[config.mk]
export PLATFORM = sky130hd
export DESIGN_NAME = fwbus_hdr_decoder
export DESIGN_NICKNAME = d
export VERILOG_FILES = /design/src/rtl/fwb_pkg.sv /design/src/rtl/fwb_hdr_classify.sv /design/src/rtl/fwb_nib_counter.sv /design/src/rtl/fwb_addr_shift.sv /design/src/rtl/fwbus_hdr_decoder.sv
export SDC_FILE = /design/constraint.sdc
export NUM_CORES = 1
export LEC_CHECK = 0
export BUFFER_PORTS_ARGS = -buffer_cell sky130_fd_sc_hd__buf_4
export CORE_AREA = 2 2 109 111
export DETAILED_ROUTE_END_ITERATION = 16
export DIE_AREA = 0 0 111 113
export PLACE_DENSITY = 0.46
export SLEW_MARGIN = 20
export SYNTH_ARGS = -nofsm -noshare
export SYNTH_HDL_FRONTEND = slang
export SYNTH_SLANG_ARGS = --single-unit
[constraint.sdc]
create_clock -name clk -period 2.4 [get_ports clk]
set_clock_uncertainty 0.05 [all_clocks]
set_input_delay 0.48 -clock clk [delete_from_list [all_inputs] [get_ports clk]]
set_output_delay 0.48 -clock clk [all_outputs]
set_load 0.1 [all_outputs]
[src/rtl/fwb_pkg.sv]
package fwb_pkg;
  typedef enum logic [1:0] {ST_IDLE, ST_START, ST_ADDR} fwb_state_e;
  typedef enum logic [1:0] {KIND_NONE, KIND_LPC, KIND_FWH} hdr_kind_e;

  localparam logic [3:0] START_LPC    = 4'h0;
  localparam logic [3:0] START_FWH_RD = 4'hD;
  localparam logic [3:0] START_FWH_WR = 4'hE;
  localparam logic [1:0] LPC_MEM_TYPE = 2'b01;
endpackage

[src/rtl/fwb_hdr_classify.sv]
module fwb_hdr_classify
  import fwb_pkg::*;
#(
  parameter int NIB_W = 4
) (
  input  logic [NIB_W-1:0] start_nib,
  input  logic [NIB_W-1:0] type_nib,
  input  logic             lpc_en,
  input  logic             fwh_en,
  input  logic [NIB_W-1:0] dev_sel,
  output hdr_kind_e        kind,
  output logic             is_write,
  output logic             sel_ok
);
  always_comb begin
    kind     = KIND_NONE;
    is_write = 1'b0;
    sel_ok   = 1'b1;
    if (start_nib == START_LPC) begin
      if (lpc_en && (type_nib[NIB_W-1:NIB_W-2] == LPC_MEM_TYPE)) begin
        kind     = KIND_LPC;
        is_write = type_nib[1];
      end
    end else if ((start_nib == START_FWH_RD) || (start_nib == START_FWH_WR)) begin
      if (fwh_en) begin
        kind     = KIND_FWH;
        is_write = (start_nib == START_FWH_WR);
        sel_ok   = (type_nib == dev_sel);
      end
    end
  end
endmodule

[src/rtl/fwb_nib_counter.sv]
module fwb_nib_counter #(
  parameter int CNT_W = 3
) (
  input  logic             clk,
  input  logic             rst_n,
  input  logic             load,
  input  logic [CNT_W-1:0] load_val,
  input  logic             dec,
  output logic             last
);
  logic [CNT_W-1:0] cnt_q, cnt_d;

  always_comb begin
    cnt_d = cnt_q;
    if (load)     cnt_d = load_val;
    else if (dec) cnt_d = cnt_q - 1'b1;
  end

  always_ff @(posedge clk or negedge rst_n) begin
    if (!rst_n)           cnt_q <= '0;
    else if (load || dec) cnt_q <= cnt_d;
  end

  assign last = (cnt_q == '0);

  p_cnt_no_wrap_r4: assert property (@(posedge clk) disable iff (!rst_n)
    (dec && !load) |-> !last);
endmodule

[src/rtl/fwb_addr_shift.sv]
module fwb_addr_shift #(
  parameter int NIB_W   = 4,
  parameter int MAX_NIB = 8,
  localparam int ADDR_W = NIB_W * MAX_NIB
) (
  input  logic              clk,
  input  logic              rst_n,
  input  logic              clr,
  input  logic              shift,
  input  logic [NIB_W-1:0]  nib,
  output logic [ADDR_W-1:0] addr_next
);
  logic [ADDR_W-1:0] addr_q;

  assign addr_next = {addr_q[ADDR_W-NIB_W-1:0], nib};

  always_ff @(posedge clk or negedge rst_n) begin
    if (!rst_n)     addr_q <= '0;
    else if (clr)   addr_q <= '0;
    else if (shift) addr_q <= addr_next;
  end
endmodule

[src/rtl/fwbus_hdr_decoder.sv]
module fwbus_hdr_decoder
  import fwb_pkg::*;
#(
  parameter int NIB_W   = 4,
  parameter int LPC_NIB = 8,
  parameter int FWH_NIB = 7,
  localparam int ADDR_W = NIB_W * LPC_NIB,
  localparam int CNT_W  = $clog2(LPC_NIB)
) (
  input  logic              clk,
  input  logic              rst_n,
  input  logic              fw_frame_n,
  input  logic [NIB_W-1:0]  fw_nib,
  input  logic              lpc_en,
  input  logic              fwh_en,
  input  logic [NIB_W-1:0]  dev_sel,
  output logic              hdr_valid,
  output logic              hdr_ignored,
  output logic              hdr_fwh,
  output logic              hdr_write,
  output logic [NIB_W-1:0]  hdr_sel,
  output logic [ADDR_W-1:0] hdr_addr
);
  fwb_state_e        state_q, state_d;
  logic [NIB_W-1:0]  start_q, start_d;
  logic              start_en;
  logic              fwh_q, wr_q, selok_q;
  logic [NIB_W-1:0]  sel_q;
  logic              hdr_cap;

  hdr_kind_e         c_kind;
  logic              c_write, c_selok;

  logic              cnt_load, cnt_dec, cnt_last;
  logic [CNT_W-1:0]  cnt_val;
  logic              sh_clr, sh_en;
  logic [ADDR_W-1:0] addr_nx;

  logic              valid_d, ign_d;

  fwb_hdr_classify #(.NIB_W(NIB_W)) u_cls (
    .start_nib (start_q),
    .type_nib  (fw_nib),
    .lpc_en    (lpc_en),
    .fwh_en    (fwh_en),
    .dev_sel   (dev_sel),
    .kind      (c_kind),
    .is_write  (c_write),
    .sel_ok    (c_selok)
  );

  fwb_nib_counter #(.CNT_W(CNT_W)) u_cnt (
    .clk      (clk),
    .rst_n    (rst_n),
    .load     (cnt_load),
    .load_val (cnt_val),
    .dec      (cnt_dec),
    .last     (cnt_last)
  );

  fwb_addr_shift #(.NIB_W(NIB_W), .MAX_NIB(LPC_NIB)) u_sh (
    .clk       (clk),
    .rst_n     (rst_n),
    .clr       (sh_clr),
    .shift     (sh_en),
    .nib       (fw_nib),
    .addr_next (addr_nx)
  );

  // Next-state logic
  always_comb begin
    state_d  = state_q;
    start_d  = start_q;
    start_en = 1'b0;
    hdr_cap  = 1'b0;
    cnt_load = 1'b0;
    cnt_dec  = 1'b0;
    cnt_val  = CNT_W'(LPC_NIB - 1);
    sh_clr   = 1'b0;
    sh_en    = 1'b0;
    valid_d  = 1'b0;
    ign_d    = 1'b0;
    if (!fw_frame_n) begin
      // any strobe clock (re)starts the header; last one wins
      state_d  = ST_START;
      start_d  = fw_nib;
      start_en = 1'b1;
    end else begin
      unique case (state_q)
        ST_START: begin
          if (c_kind == KIND_NONE) begin
            ign_d   = 1'b1;
            state_d = ST_IDLE;
          end else begin
            hdr_cap  = 1'b1;
            cnt_load = 1'b1;
            sh_clr   = 1'b1;
            cnt_val  = (c_kind == KIND_FWH) ? CNT_W'(FWH_NIB - 1)
                                            : CNT_W'(LPC_NIB - 1);
            state_d  = ST_ADDR;
          end
        end
        ST_ADDR: begin
          sh_en = 1'b1;
          if (cnt_last) begin
            state_d = ST_IDLE;
            valid_d = selok_q;
            ign_d   = !selok_q;
          end else begin
            cnt_dec = 1'b1;
          end
        end
        default: state_d = ST_IDLE;
      endcase
    end
  end

  // Registers
  always_ff @(posedge clk or negedge rst_n) begin
    if (!rst_n) begin
      state_q <= ST_IDLE;
      start_q <= '0;
      fwh_q   <= 1'b0;
      wr_q    <= 1'b0;
      selok_q <= 1'b0;
      sel_q   <= '0;
    end else begin
      state_q <= state_d;
      if (start_en) start_q <= start_d;
      if (hdr_cap) begin
        fwh_q   <= (c_kind == KIND_FWH);
        wr_q    <= c_write;
        selok_q <= c_selok;
        sel_q   <= (c_kind == KIND_FWH) ? fw_nib : '0;
      end
    end
  end

  always_ff @(posedge clk or negedge rst_n) begin
    if (!rst_n) begin
      hdr_valid   <= 1'b0;
      hdr_ignored <= 1'b0;
      hdr_fwh     <= 1'b0;
      hdr_write   <= 1'b0;
      hdr_sel     <= '0;
      hdr_addr    <= '0;
    end else begin
      hdr_valid   <= valid_d;
      hdr_ignored <= ign_d;
      if (valid_d) begin
        hdr_fwh   <= fwh_q;
        hdr_write <= wr_q;
        hdr_sel   <= sel_q;
        hdr_addr  <= addr_nx;
      end
    end
  end

  // Assertions
  p_pulse_excl_r9: assert property (@(posedge clk) disable iff (!rst_n)
    !(hdr_valid && hdr_ignored));
  p_valid_single_r9: assert property (@(posedge clk) disable iff (!rst_n)
    hdr_valid |=> !hdr_valid);
  p_ign_single_r9: assert property (@(posedge clk) disable iff (!rst_n)
    hdr_ignored |=> !hdr_ignored);
  p_abort_no_valid_r7: assert property (@(posedge clk) disable iff (!rst_n)
    !fw_frame_n |=> !hdr_valid);
  p_sel_match_r2: assert property (@(posedge clk) disable iff (!rst_n)
    (hdr_valid && hdr_fwh) |-> (hdr_sel == dev_sel));
  p_fwh_addr_top_r4: assert property (@(posedge clk) disable iff (!rst_n)
    (hdr_valid && hdr_fwh) |-> (hdr_addr[ADDR_W-1:NIB_W*FWH_NIB] == '0));
  p_enable_r5: assert property (@(posedge clk) disable iff (!rst_n)
    hdr_valid |-> (hdr_fwh ? fwh_en : lpc_en));
endmodule

# Word-level counts from Yosys, hierarchy flattened
# Index checks and enable logic that the tools add are counted.
[totals]
regBits = 84
latchBits = 0
ram_bits = 0
romBits = 0
in_bits = 13
output_inout_bits = 40
wordCells = 72
n_memories = 0
[classes]
add_sub_neg = 1
mul = 0
div_mod_pow = 0
n_lt_le_gt_ge = 0
eq_ne = 8
shifts = 0
mux = 39
n_bitwise = 0
n_reduce_logical = 10
[op_table]
columns = ["op", "count"]
rows = [
  ["two-way mux 28 bit", 2],
  ["two-way mux 1 bit", 26],
  ["two-way mux 2 bit", 6],
  ["== test 4 bit, second input constant", 2],
  ["two-way mux 3 bit", 2],
  ["== test 2 x 1 -> 1 bit, second input constant", 2],
  ["== test 2 bit, second input constant", 2],
  ["== test 4 bit", 1],
  ["logical NOT 4 bit", 1],
  ["two-way mux 4 bit", 1],
  ["case mux 2 bit (2 select lines)", 1],
  ["nonzero test 2 bit", 2],
  ["logical NOT 3 bit", 1],
  ["inequality test 3 bit, second input constant", 1],
  ["subtractor 3 x 1 -> 3 bit, second input constant", 1],
  ["logical NOT 2 bit", 1],
  ["logical OR 1 bit", 2],
  ["case mux 1 bit (2 select lines)", 1],
  ["AND reduction 2 bit", 1],
  ["logical AND 1 bit", 1],
  ["logical NOT 1 bit", 1],
]

# Longest topological paths before layout
[logic_depth]
ltp_word = 10
ltp_mapped = 7
mapped_depth_nobuf = 6

# Modules after synthesis
# A second synthesis with hierarchy kept.
[unflattened]
cells_unflattened = 256
area_unflattened_um2 = 3554.7
[by_module_without_submodules]
columns = ["mod", "instances", "cells_per_inst", "area_per_inst_um2", "seq_area_each_um2"]
rows = [
  ["fwbus_hdr_decoder", 1, 129, 2078.2, 1326.3],
  ["fwb_addr_shift", 1, 94, 1182.4, 700.7],
  ["fwb_nib_counter", 1, 19, 178.9, 75.1],
  ["fwb_hdr_classify", 1, 14, 115.1, 0.0],
]

# Worst setup path before layout
# OpenSTA, ideal clock, no wires.
[synth_timing]
path_type = "input to register"
start = "input fw_frame_n"
end = "register hdr_addr[29]"
setup_ns = 0.126
arrival_time_ns = 1.899
required_ns = 2.224
slack_ns = 0.325
cell_stages = 6
n_path_buf = 3
path_cell_list = "clkbuf_1 and2_0 nand3_1 clkbuf_1 buf_2 mux2_2"
[synth_via]
elab_chain_len = 1
[synth_rtl]
columns = ["element", "line", "source"]
rows = [
  ["from (decl)", "fwbus_hdr_decoder.sv:12", "input logic fw_frame_n,"],
  ["two-way mux 1 bit", "fwbus_hdr_decoder.sv:83", "if (!fw_frame_n) begin"],
  ["to (signal assigned)", "fwbus_hdr_decoder.sv:154", "hdr_addr <= addr_nx;"],
  ["to (decl)", "fwbus_hdr_decoder.sv:22", "output logic [ADDR_W-1:0] hdr_addr"],
]
# No other way between the ends.
# A chain may end at the register's enable or synchronous reset.

# Worst setup path in the final report
[layout_timing]
start = "register start_q[1]"
end = "register u_cnt.cnt_q[0]"
[layout_via]
elab_chain_len = 10
word_cells_on_any_way = 19
cone_classes = "3 x eq/ne; 10 x mux; 6 x reduce/logical"
[layout_rtl]
columns = ["element", "line", "source"]
rows = [
  ["from (decl)", "fwbus_hdr_decoder.sv:25", "logic [NIB_W-1:0] start_q, start_d;"],
  ["from (signal assigned)", "fwbus_hdr_decoder.sv:129", "if (start_en) start_q <= start_d;"],
  ["== test 4 bit", "fwb_hdr_classify.sv:24", "end else if ((start_nib == START_FWH_RD) || (start_nib == START_FWH_WR)) begin"],
  ["logical OR 1 bit", "fwb_hdr_classify.sv:24", ""],
  ["two-way mux 2 bit", "fwb_hdr_classify.sv:24", ""],
  ["two-way mux 2 bit *", "fwb_hdr_classify.sv:19", "if (start_nib == START_LPC) begin"],
  ["== test 2 bit or logical NOT 2 bit (tied branches)", "fwbus_hdr_decoder.sv:98, fwbus_hdr_decoder.sv:91", ""],
  ["two-way mux 1 bit, on equally long branches", "fwbus_hdr_decoder.sv:98, fwbus_hdr_decoder.sv:91", ""],
  ["two-way mux 1 bit, on equally long branches", "fwbus_hdr_decoder.sv:91, fwbus_hdr_decoder.sv:89", ""],
  ["two-way mux 1 bit, on equally long branches", "fwbus_hdr_decoder.sv:89, fwbus_hdr_decoder.sv:83", ""],
  ["two-way mux 1 bit, or another cell as far along", "fwbus_hdr_decoder.sv:83", ""],
  ["two-way mux 3 bit or AND reduction 2 bit (tied branches)", "-", ""],
  ["to (signal assigned)", "fwb_nib_counter.sv:21", "else if (load || dec) cnt_q <= cnt_d;"],
  ["to (decl)", "fwb_nib_counter.sv:11", "logic [CNT_W-1:0] cnt_q, cnt_d;"],
]
# Mark *: on every way between the ends. The rest lies on a longest branch, timed or not.

==> run metrics <==
Final period util 0.921; Power per Cell Area 769 mW/mm2; H-tree depth 3; vias in the first global route 2188; largest net degree at the start of global routing 85; share of cells above drive strength 1 0.354; Reg clk slew, reported paths 60 ps; RD Place Congestion 0.758; synthesis-to-finish area growth 26.6%; RSZ-0062 raised after global routing no; CTS root buf clkbuf_16; post-CTS sizing 0; die width 111 um; Crit. End Element flip-flop; Starting Density 0.298; max cap viols 0; Placed Area 0.00395 mm2; warnings from Yosys 0; final wirelength 6980 um; global route total overflow 0; Crit Path Category reg2reg; die footprint 0.0125 mm2; Yosys cell types 34; I/O Buffers 52; Fin. Hold Viols 0; Ant. Diodes 0; worst-path fanout max 10; CP Launch Type flip-flop; CORE AREA 0.0113 mm2; num rows 39; Crit. Startpoint start_q[1]$_DFFE_PN0N_; CP Cell Sequence or4_1 > o32a_1 > or2_1 > a32o_1; DRT iter0 DRCs 89; hpwl dp 4450 um; clock buffer depth 2; fin area 0.00425 mm2; post-CTS setup buffers 0; Remaining DRCs 0; initial antenna violation count 0; syn nets 294; slowest stage delay, CP 560 ps; # setup viols final 0; Min Hold Slack 127 ps; IO Count 53; peak supply drop 290 uV; final worst path period need 2210 ps; mapped cell area 0.00336 mm2; GR Util All Layers 0.117; status finished, final reports clean; Nets 351; DR vias 2186; DRT antenna net count 0; critical path required time 2570 ps; Worst R2R End u_cnt.cnt_q[0]$_DFFE_PN0P_; WL/cell 14.5 um; cts-stage hold buffer count 0; CTS Sinks 84; worst path arrival time 2380 ps; Fin Setup TNS 0 ps; fmax 452 MHz; Critical Path Slowest Stage Cell or4_1; vias per std cell 4.54; reg-to-reg slack, setup 190 ps; Post-Synthesis Cells 277; mean post-synth cell area 12.1 um2; R2R depth 4; r2r startpoint start_q[1]$_DFFE_PN0N_; Die H 113 um; Rel. slew slack 0.697; clock latency on the worst-skew pair 330 ps; CTS Buf Count 9; leakage power 2.11 nW; sequential fraction of the synthesis area 0.626; CTS tree built; Yosys reg bits 84; global-route wire length before repair 11500 um; Hold WC Path Type in2async; Worst-Margin Slew 455 ps; Final Slew Violations 0; Pre-antenna DRT Iters 6
worst max-delay path: cells and delay by family (launching register included):
family | cells | cell delay [ps]
compound gates | 2 | 700
simple gates | 2 | 940
flops | 1 | 410
cells in the final DEF, fill, tap and decap left out, types with 2 or more instances in the layout:
| cell type | n |
|---|---|
| a21oi_1 | 28 |
| a22o_1 | 4 |
| buf_12 | 2 |
| buf_4 | 58 |
| clkbuf_16 | 9 |
| clkbuf_8 | 2 |
| clkinv_2 | 4 |
| dfrtp_1 | 84 |
| ha_1 | 4 |
| inv_1 | 8 |
| mux2_2 | 42 |
| nand2_1 | 62 |
| nand3_1 | 3 |
| nor2b_1 | 2 |
| o22ai_1 | 2 |
| xnor2_1 | 5 |
kinds of logic (layout without fill, tap and decap cells):
group	after synthesis	in the layout	synth area share
AO/OA/AOI/OAI	41	41	0.0727
multiplexers	44	44	0.147
AND/OR/NAND/NOR	76	76	0.0936
adder cells (fa/ha/maj)	4	4	0.0149
buffers and inverters	22	84	0.0298
XOR/XNOR	6	6	0.0157
flip-flops	84	84	0.626
metrics by stage:
step / worst slack (ps) / instances / power (W) / utilization
floorplan: 325 / 277 / 0.00179 / -
global placement: 139 / 466 / 0.00191 / 0.350
detailed placement: 125 / 466 / 0.00191 / 0.350
CTS: 194 / 482 / 0.00332 / 0.377
global route: 102 / 482 / 0.00343 / 0.377
finish: 190 / 482 / 0.00327 / 0.377
report_power, final:
part	switching, W	internal (W)	leakage, nW
clock	0.000531	0.000855	0.155
combinational	0.000193	0.000126	0.809
sequential	0.0000613	0.00150	1.14
flip-flops by register name, summed over array words and instances (netlist names):
signal / flops
wr_q: 1
hdr_fwh: 1
hdr_sel: 4
start_q: 4
selok_q: 1
sel_q: 4
u_cnt.cnt_q: 3
hdr_write: 1
hdr_valid: 1
hdr_addr: 32
hdr_ignored: 1
state_q: 2
fwh_q: 1
u_sh.addr_q: 28
routing by layer:
metal  part of all wire  vias up  global-route usage
li1                   -     1058                   -
met1               0.51     1082               0.166
met2               0.45       37               0.171
met3              0.030        9              0.0220
met4              0.019        0              0.0575
met5                  0        -                   0
cells in the mapped netlist, drive strengths merged:
cell type | number | share of area
nor2b | 2 | 0.0037
o211ai | 1 | 0.0022
o32a | 1 | 0.0030
a21o | 1 | 0.0022
a21oi | 28 | 0.042
ha | 4 | 0.015
dfrtp | 84 | 0.63
xor2 | 1 | 0.0026
mux2i | 1 | 0.0030
nand3 | 4 | 0.0060
o22ai | 2 | 0.0037
nor3b | 1 | 0.0022
mux2 | 43 | 0.14
or4 | 1 | 0.0022
o21ai | 1 | 0.0015
nand2b | 1 | 0.0019
and2 | 1 | 0.0019
inv | 8 | 0.0089
or2 | 1 | 0.0019
a32o | 1 | 0.0030
xnor2 | 5 | 0.013
nand2 | 62 | 0.069
nand4 | 1 | 0.0019
a22oi | 1 | 0.0022
a22o | 4 | 0.010
clkbuf | 8 | 0.0089
nor3 | 1 | 0.0015
nor2 | 1 | 0.0011
buf | 6 | 0.012
a32oi | 1 | 0.0026
area by class of cell:
cell class              count  area [um2]
clock buffers              11         253
clock inverters             5        50.0
fillers                  1111        7020
inverters                   8        30.0
multi-input cells         171        1160
flip-flops and latches     84        2100
well taps                 143         179
repair buffers             60         475
how the worst max path moves through the flow:
stage / end / cells after the start
floorplan: hdr_addr[29]$_DFFE_PN0P_ / 6
CTS: u_cnt.cnt_q[0]$_DFFE_PN0P_ / 4
global placement: u_cnt.cnt_q[0]$_DFFE_PN0P_ / 5
detailed placement: u_cnt.cnt_q[0]$_DFFE_PN0P_ / 5
global route: u_cnt.cnt_q[0]$_DFFE_PN0P_ / 4
finish: u_cnt.cnt_q[0]$_DFFE_PN0P_ / 4
Note: power is estimated with default switching activity, not from simulation.
